==> src/rtl/irq_nest_pkg.sv <==
`timescale 1ns/1ps
package irq_nest_pkg;
  typedef enum logic [2:0] {
    RA_MASK = 3'd0,
    RA_CTRL = 3'd1,
    RA_THR  = 3'd2,
    RA_PEND = 3'd3,
    RA_VEC  = 3'd4
  } reg_addr_e;
endpackage

==> src/rtl/irq_src_sync.sv <==
`timescale 1ns/1ps
module irq_src_sync #(
  parameter int              NP        = 9,
  parameter logic [NP-1:0]   EDGE_MASK = '1
) (
  input  logic          clk,
  input  logic          rst_n,
  input  logic [NP-1:0] raw,
  output logic [NP-1:0] req
);
  logic [NP-1:0] s1, s2, prev;

  always_ff @(posedge clk or negedge rst_n) begin
    if (!rst_n) begin
      s1   <= '0;
      s2   <= '0;
      prev <= '0;
    end else begin
      s1   <= raw;
      s2   <= s1;
      prev <= s2;
    end
  end

  for (genvar i = 0; i < NP; i++) begin : g_kind
    if (EDGE_MASK[i]) begin : g_edge
      assign req[i] = s2[i] & ~prev[i];
    end else begin : g_level
      assign req[i] = s2[i];
    end
  end
endmodule

==> src/rtl/irq_arbiter.sv <==
`timescale 1ns/1ps
module irq_arbiter #(
  parameter int                     N_SRC    = 8,
  parameter int                     PRIO_W   = 3,
  parameter logic [N_SRC*PRIO_W-1:0] SRC_PRIO = '0,
  localparam int                    IDX_W    = $clog2(N_SRC + 1),
  localparam int                    LVL_W    = PRIO_W + 1
) (
  input  logic [N_SRC:0]     pend,
  input  logic [N_SRC-1:0]   mask,
  input  logic               gen_en,
  input  logic [PRIO_W-1:0]  thr,
  output logic               win_valid,
  output logic [IDX_W-1:0]   win_idx,
  output logic [LVL_W-1:0]   win_lvl
);
  localparam logic [LVL_W-1:0] NMI_LVL = LVL_W'(1 << PRIO_W);

  logic [PRIO_W-1:0] best_p;
  logic [PRIO_W-1:0] p;

  always_comb begin
    win_valid = 1'b0;
    best_p    = '0;
    win_idx   = '0;
    p         = '0;
    for (int i = N_SRC - 1; i >= 0; i--) begin
      p = SRC_PRIO[i*PRIO_W +: PRIO_W];
      if (pend[i] && mask[i] && gen_en && (p > thr) && (!win_valid || p >= best_p)) begin
        win_valid = 1'b1;
        best_p    = p;
        win_idx   = IDX_W'(i);
      end
    end
    win_lvl = {1'b0, best_p};
    if (pend[N_SRC]) begin
      win_valid = 1'b1;
      win_idx   = IDX_W'(N_SRC);
      win_lvl   = NMI_LVL;
    end
  end
endmodule

==> src/rtl/irq_isr_stack.sv <==
`timescale 1ns/1ps
module irq_isr_stack #(
  parameter int  LVL_W = 4,
  parameter int  DEPTH = 9,
  localparam int CNT_W = $clog2(DEPTH + 1)
) (
  input  logic             clk,
  input  logic             rst_n,
  input  logic             push,
  input  logic             pop,
  input  logic [LVL_W-1:0] push_lvl,
  output logic [LVL_W-1:0] top_lvl,
  output logic [CNT_W-1:0] depth,
  output logic             empty
);
  logic [LVL_W-1:0] mem [DEPTH];
  logic             do_swap, do_push, do_pop;

  assign empty   = (depth == '0);
  assign do_swap = push && pop && !empty;
  assign do_push = push && !do_swap && (depth < CNT_W'(DEPTH));
  assign do_pop  = pop && !push && !empty;
  assign top_lvl = empty ? '0 : mem[depth - 1'b1];

  always_ff @(posedge clk or negedge rst_n) begin
    if (!rst_n)       depth <= '0;
    else if (do_push) depth <= depth + 1'b1;
    else if (do_pop)  depth <= depth - 1'b1;
  end

  always_ff @(posedge clk) begin
    if (do_swap)      mem[depth - 1'b1] <= push_lvl;
    else if (do_push) mem[depth]        <= push_lvl;
  end
endmodule

==> src/rtl/irq_nest_ctrl.sv <==
`timescale 1ns/1ps
module irq_nest_ctrl
  import irq_nest_pkg::*;
#(
  parameter int                      N_SRC     = 8,
  parameter int                      PRIO_W    = 3,
  parameter logic [N_SRC*PRIO_W-1:0] SRC_PRIO  = 24'hD2AF59,
  parameter logic [N_SRC-1:0]        EDGE_MASK = 8'h0F,
  parameter int                      REG_W     = 16
) (
  input  logic              clk,
  input  logic              rst_n,
  input  logic [N_SRC-1:0]  src_in,
  input  logic              nmi_in,
  input  logic              wr_en,
  input  logic [2:0]        wr_addr,
  input  logic [REG_W-1:0]  wr_data,
  input  logic [2:0]        rd_addr,
  output logic [REG_W-1:0]  rd_data,
  input  logic              ack,
  input  logic              eoi,
  output logic              irq
);
  localparam int NP    = N_SRC + 1;
  localparam int IDX_W = $clog2(NP);
  localparam int LVL_W = PRIO_W + 1;
  localparam int DEPTH = (1 << PRIO_W) + 1;
  localparam int CNT_W = $clog2(DEPTH + 1);

  logic [NP-1:0]     req, pend, clr;
  logic [N_SRC-1:0]  mask;
  logic [PRIO_W-1:0] thr;
  logic              gen_en, gen_saved;
  logic              win_valid;
  logic [IDX_W-1:0]  win_idx;
  logic [LVL_W-1:0]  win_lvl, top_lvl;
  logic [CNT_W-1:0]  depth;
  logic              stk_empty, take, retire, last_pop;
  logic              wr_mask, wr_ctrl, wr_thr, wr_pend;

  irq_src_sync #(.NP(NP), .EDGE_MASK({1'b1, EDGE_MASK})) u_sync (
    .clk(clk), .rst_n(rst_n), .raw({nmi_in, src_in}), .req(req)
  );

  irq_arbiter #(.N_SRC(N_SRC), .PRIO_W(PRIO_W), .SRC_PRIO(SRC_PRIO)) u_arb (
    .pend(pend), .mask(mask), .gen_en(gen_en), .thr(thr),
    .win_valid(win_valid), .win_idx(win_idx), .win_lvl(win_lvl)
  );

  irq_isr_stack #(.LVL_W(LVL_W), .DEPTH(DEPTH)) u_stk (
    .clk(clk), .rst_n(rst_n), .push(take), .pop(retire), .push_lvl(win_lvl),
    .top_lvl(top_lvl), .depth(depth), .empty(stk_empty)
  );

  assign irq      = win_valid && (stk_empty || (win_lvl > top_lvl));
  assign take     = ack && irq;
  assign retire   = eoi && !stk_empty;
  assign last_pop = retire && !take && (depth == CNT_W'(1));

  assign wr_mask = wr_en && (wr_addr == RA_MASK);
  assign wr_ctrl = wr_en && (wr_addr == RA_CTRL);
  assign wr_thr  = wr_en && (wr_addr == RA_THR);
  assign wr_pend = wr_en && (wr_addr == RA_PEND);

  // clear sources: winner on take, software write-one-to-clear (not the NMI bit)
  for (genvar i = 0; i < NP; i++) begin : g_clr
    if (i < N_SRC) begin : g_src
      assign clr[i] = (take && (win_idx == IDX_W'(i))) || (wr_pend && wr_data[i]);
    end else begin : g_nmi
      assign clr[i] = take && (win_idx == IDX_W'(i));
    end
  end

  always_ff @(posedge clk or negedge rst_n) begin
    if (!rst_n) pend <= '0;
    else        pend <= (pend & ~clr) | req;
  end

  always_ff @(posedge clk or negedge rst_n) begin
    if (!rst_n) begin
      mask      <= '0;
      thr       <= '0;
      gen_en    <= 1'b0;
      gen_saved <= 1'b0;
    end else begin
      if (wr_mask) mask <= wr_data[N_SRC-1:0];
      if (wr_thr)  thr  <= wr_data[PRIO_W-1:0];
      if (take) begin
        gen_en <= 1'b0;
        if (stk_empty) gen_saved <= gen_en;
      end
      if (last_pop) gen_en <= gen_en | gen_saved;
      if (wr_ctrl)  gen_en <= wr_data[0];
    end
  end

  always_comb begin
    rd_data = '0;
    case (rd_addr)
      RA_MASK: rd_data[N_SRC-1:0]  = mask;
      RA_CTRL: rd_data[0]          = gen_en;
      RA_THR:  rd_data[PRIO_W-1:0] = thr;
      RA_PEND: rd_data[NP-1:0]     = pend;
      RA_VEC: begin
        rd_data[REG_W-1]   = irq;
        rd_data[IDX_W-1:0] = win_idx;
      end
      default: rd_data = '0;
    endcase
  end
endmodule

==> config.mk <==
export PLATFORM = sky130hd
export DESIGN_NAME = irq_nest_ctrl
export DESIGN_NICKNAME = d
export VERILOG_FILES = /design/src/rtl/irq_nest_pkg.sv /design/src/rtl/irq_src_sync.sv /design/src/rtl/irq_arbiter.sv /design/src/rtl/irq_isr_stack.sv /design/src/rtl/irq_nest_ctrl.sv
export SDC_FILE = /design/constraint.sdc
export NUM_CORES = 1
export LEC_CHECK = 0
export ABC_AREA = 1
export BUFFER_PORTS_ARGS = -buffer_cell sky130_fd_sc_hd__buf_2
export CORE_MARGIN = 2
export CORE_UTILIZATION = 58
export DETAILED_ROUTE_END_ITERATION = 10
export MAX_ROUTING_LAYER = met4
export PLACE_DENSITY = 0.77
export SLEW_MARGIN = 20
export SYNTH_ARGS = -nofsm -noshare
export SYNTH_HDL_FRONTEND = slang
export SYNTH_SLANG_ARGS = --single-unit
==> constraint.sdc <==
create_clock -name clk -period 4.1 [get_ports clk]
set_clock_uncertainty 0.1 [all_clocks]
set_input_delay 0.615 -clock clk [delete_from_list [all_inputs] [get_ports clk]]
set_output_delay 0.615 -clock clk [all_outputs]
set_load 0.03 [all_outputs]
==> results.sh <==
export IMPL_status="complete, no violations"
export IMPL_yosysWarnings=0
export IMPL_path_max_fanout=10
export IMPL_synthAdderAreaFrac=0.0210
export IMPL_worst_slew_margin_rel=0.301
export IMPL_place_gp_congestion=0.897
export IMPL_cts_buffer_depth=2
export IMPL_synth_top_family_by_area="simple AND/OR/NAND/NOR gates"
export IMPL_design_area_um2=4690
export IMPL_cts_tree="done"
export IMPL_max_stage_delay_ns=0.42
export IMPL_area_growth_pct=12.4
export IMPL_fmax_mhz=262
export IMPL_cts_buffers=9
export IMPL_yosysTopAreaCellShare=0.294
export IMPL_holdWs_ns=0.159
export IMPL_grt_pass1_vias=2944
export IMPL_final_nets=532
export IMPL_cts_root_buffer="clkbuf_8"
export IMPL_reg2reg_depth=16
export IMPL_routed_via_density=5.38
export IMPL_period_needed_ns=3.81
export IMPL_synthCells=444
export IMPL_leakage_nw=2.17
export IMPL_grt_start_max_net_pins=50
export IMPL_layout_common_cells="113 x nand2_1, 49 x dfrtp_1, 48 x inv_1"
export IMPL_setup_viol=0
export IMPL_cp_start_kind="register"
export IMPL_crit_slowest_cell="o311ai_0"
export IMPL_drtIter0Drc=262
export IMPL_syn_area_um2=4180
export IMPL_yosysTopAreaCell="dfrtp_1"
export IMPL_port_buffers=38
export IMPL_drt_pass1_iterations=5
export IMPL_rsz0062_at_grt="false"
export IMPL_synth_area_top_cells="dfrtp_1 29%, edfxtp_1 26%, nand2_1 10%"
export IMPL_core_area_um2=6870
export IMPL_synth_compound_area_frac=0.113
export IMPL_cts_setup_buffers=0
export IMPL_num_rows=30
export IMPL_clkTransAtPathRegs_ns=0.08
export IMPL_num_vias=3172
export IMPL_tightest_slew_ns=1.04
export IMPL_die_x_um=88.9
export IMPL_ys_seq_area_frac=0.552
export IMPL_avgSynthCellArea_um2=9.41
export IMPL_finalCritPeriodShare=0.930
export IMPL_postCtsHoldBufs=0
export IMPL_fp_dieH_um=88.9
export IMPL_drive_above_1_share=0.209
export IMPL_setup_tns_ns=0
export IMPL_ios=53
export IMPL_drv_slew=0
export IMPL_clk_latency_ns=0.36
export IMPL_ys_types=39
export IMPL_grt_overflow_total=0
export IMPL_finalHoldViolCount=0
export IMPL_grt_pass1_wl_um=14000
export IMPL_maxCapViolCount=0
export IMPL_cts_num_sinks=85
export IMPL_power_w=0.00337
export IMPL_synthXorXnorAreaFrac=0.00839
export IMPL_wirelength_um=8560
export IMPL_drt_wirelength_per_cell_um=14.5
export IMPL_dpl_cell_area_um2=4460
export IMPL_synthSimpleGateAreaFrac=0.229
export IMPL_initial_core_util=0.608
export IMPL_required_ns=3.38
export IMPL_critical_path_class="register to output pin"
export IMPL_synthMuxAreaShare=0.00809
export IMPL_cts_resized=0
export IMPL_power_density_nw_per_um2=718
export IMPL_final_util=0.683
export IMPL_ant_nets=0
export IMPL_htree_levels=3
export IMPL_path_cells="inv_1 -> ha_1 -> xnor2_2 -> o311ai_0 -> o211ai_1 -> ha_1 -> a21oi_1 -> o21ai_0 -> nand2_1 -> nand2_2 -> nand2_1 -> nor2_1 -> buf_2"
export IMPL_hpwl_um=6230
export IMPL_layout_commonest_cell="nand2_1"
export IMPL_track_usage=0.246
export IMPL_nFillCells=543
export IMPL_dieArea_um2=7900
export IMPL_crit_arrival_ns=3.10
export IMPL_peakVddDrop_mv=0.416
export IMPL_hold_path_class="input pin to asynchronous set/reset pin"
export IMPL_drc_errors=0
export IMPL_antenna_found_initial=0
export IMPL_ys_seq_elements=85
export IMPL_cp_end_kind="output pin"
export IMPL_antenna_cells=0
## through the flow
step	std cells	setup slack [ns]
after floorplan	449	0.269
after global placement	574	0.230
final	590	0.285
after CTS	590	0.0186
after detailed placement	574	0.122
after global routing	590	0.0287
## state kept, by name (all words and copies together), names as in the netlist
register and cells:
u_stk.mem 36, pend 9, u_sync.s1 9, u_sync.s2 9, mask 8, u_sync.prev 5, u_stk.depth 4, thr 3
gen_en 1, gen_saved 1
## path summary, 6_finish.rpt
path / startpoint / end / slack [ns]
setup / recovery: u_stk.depth[1] / rd_data[15] / 0.29
hold / removal: rst_n / u_sync.s1[2] / 0.16
setup reg to reg: u_stk.depth[1] / u_stk.mem[2][2] / 0.36
hold reg to reg: u_sync.s1[8] / u_sync.s2[8] / 0.26
max in group asynchronous: rst_n / u_stk.depth[0] / 3.33
min in group clk: u_sync.s1[8] / u_sync.s2[8] / 0.26
## layout make-up
cell class,instances,area (um^2),area share
Sequential cell,85,2310,0.491
Multi-Input combinational cell,297,1620,0.344
Timing Repair Buffer,44,238,0.0506
Inverter,52,195,0.0416
Clock buffer,12,165,0.0352
Tap cell,96,120,0.0256
Clock inverter,4,53.8,0.0115
## cell families after synthesis
| group | count (synthesis) |
|---|---|
| XOR/XNOR | 4 |
| multiplexers | 3 |
| AO/OA/AOI/OAI | 77 |
| other | 1 |
| AND/OR/NAND/NOR | 200 |
| adder cells (fa/ha/maj) | 7 |
| flip-flops | 85 |
| buffers and inverters | 67 |
## layer usage
metal	global-route usage	up-vias	part of all wire	wire length, um
met4	0.0840	0	0.018	154
met5	-	-	0	0
met3	0.0457	14	0.060	516
met2	0.364	104	0.46	3940
li1	-	1556	-	-
met1	0.343	1498	0.46	3950
## worst max-delay path: cells and delay by family, from the launching register on
family | cells | cell delay (ns)
AOI/OAI and AO/OA | 4 | 0.80
and+or+nand+nor | 4 | 0.43
buffers and inverters | 2 | 0.30
adders and majority gates | 2 | 0.64
xor gates and xnor gates | 1 | 0.19
DFF | 1 | 0.38
## synth_stat cells
cell / instances
nand2_1: 114
dfrtp_1: 49
inv_1: 49
edfxtp_1: 36
nor2_1: 29
a21oi_1: 24
o21ai_0: 20
nand3_1: 16
nand2_2: 11
buf_4: 7
ha_1: 7
o211ai_1: 7
nand4_1: 6
nor2_2: 6
nor2_4: 5
nor3_1: 5
o21ai_1: 5
a22oi_1: 4
buf_2: 4
o311ai_0: 4
a22o_1: 3
clkbuf_1: 3
inv_2: 3
mux2_2: 3
nand3_2: 3
nand2_4: 2
nand4_4: 2
o2111ai_1: 2
o21ai_2: 2
o21bai_1: 2
xnor2_1: 2
xor2_1: 2
a21oi_2: 1
a31o_2: 1
buf_1: 1
conb_1: 1
nand3_4: 1
o221ai_1: 1
o22ai_1: 1
## report_power, final
group | leakage (nW) | switching, W | internal (W)
Clock | 0.113 | 0.000296 | 0.000334
Sequential | 0.894 | 0.000106 | 0.00103
Combinational | 1.16 | 0.00106 | 0.000537
Power figures use the tool's default switching activity.
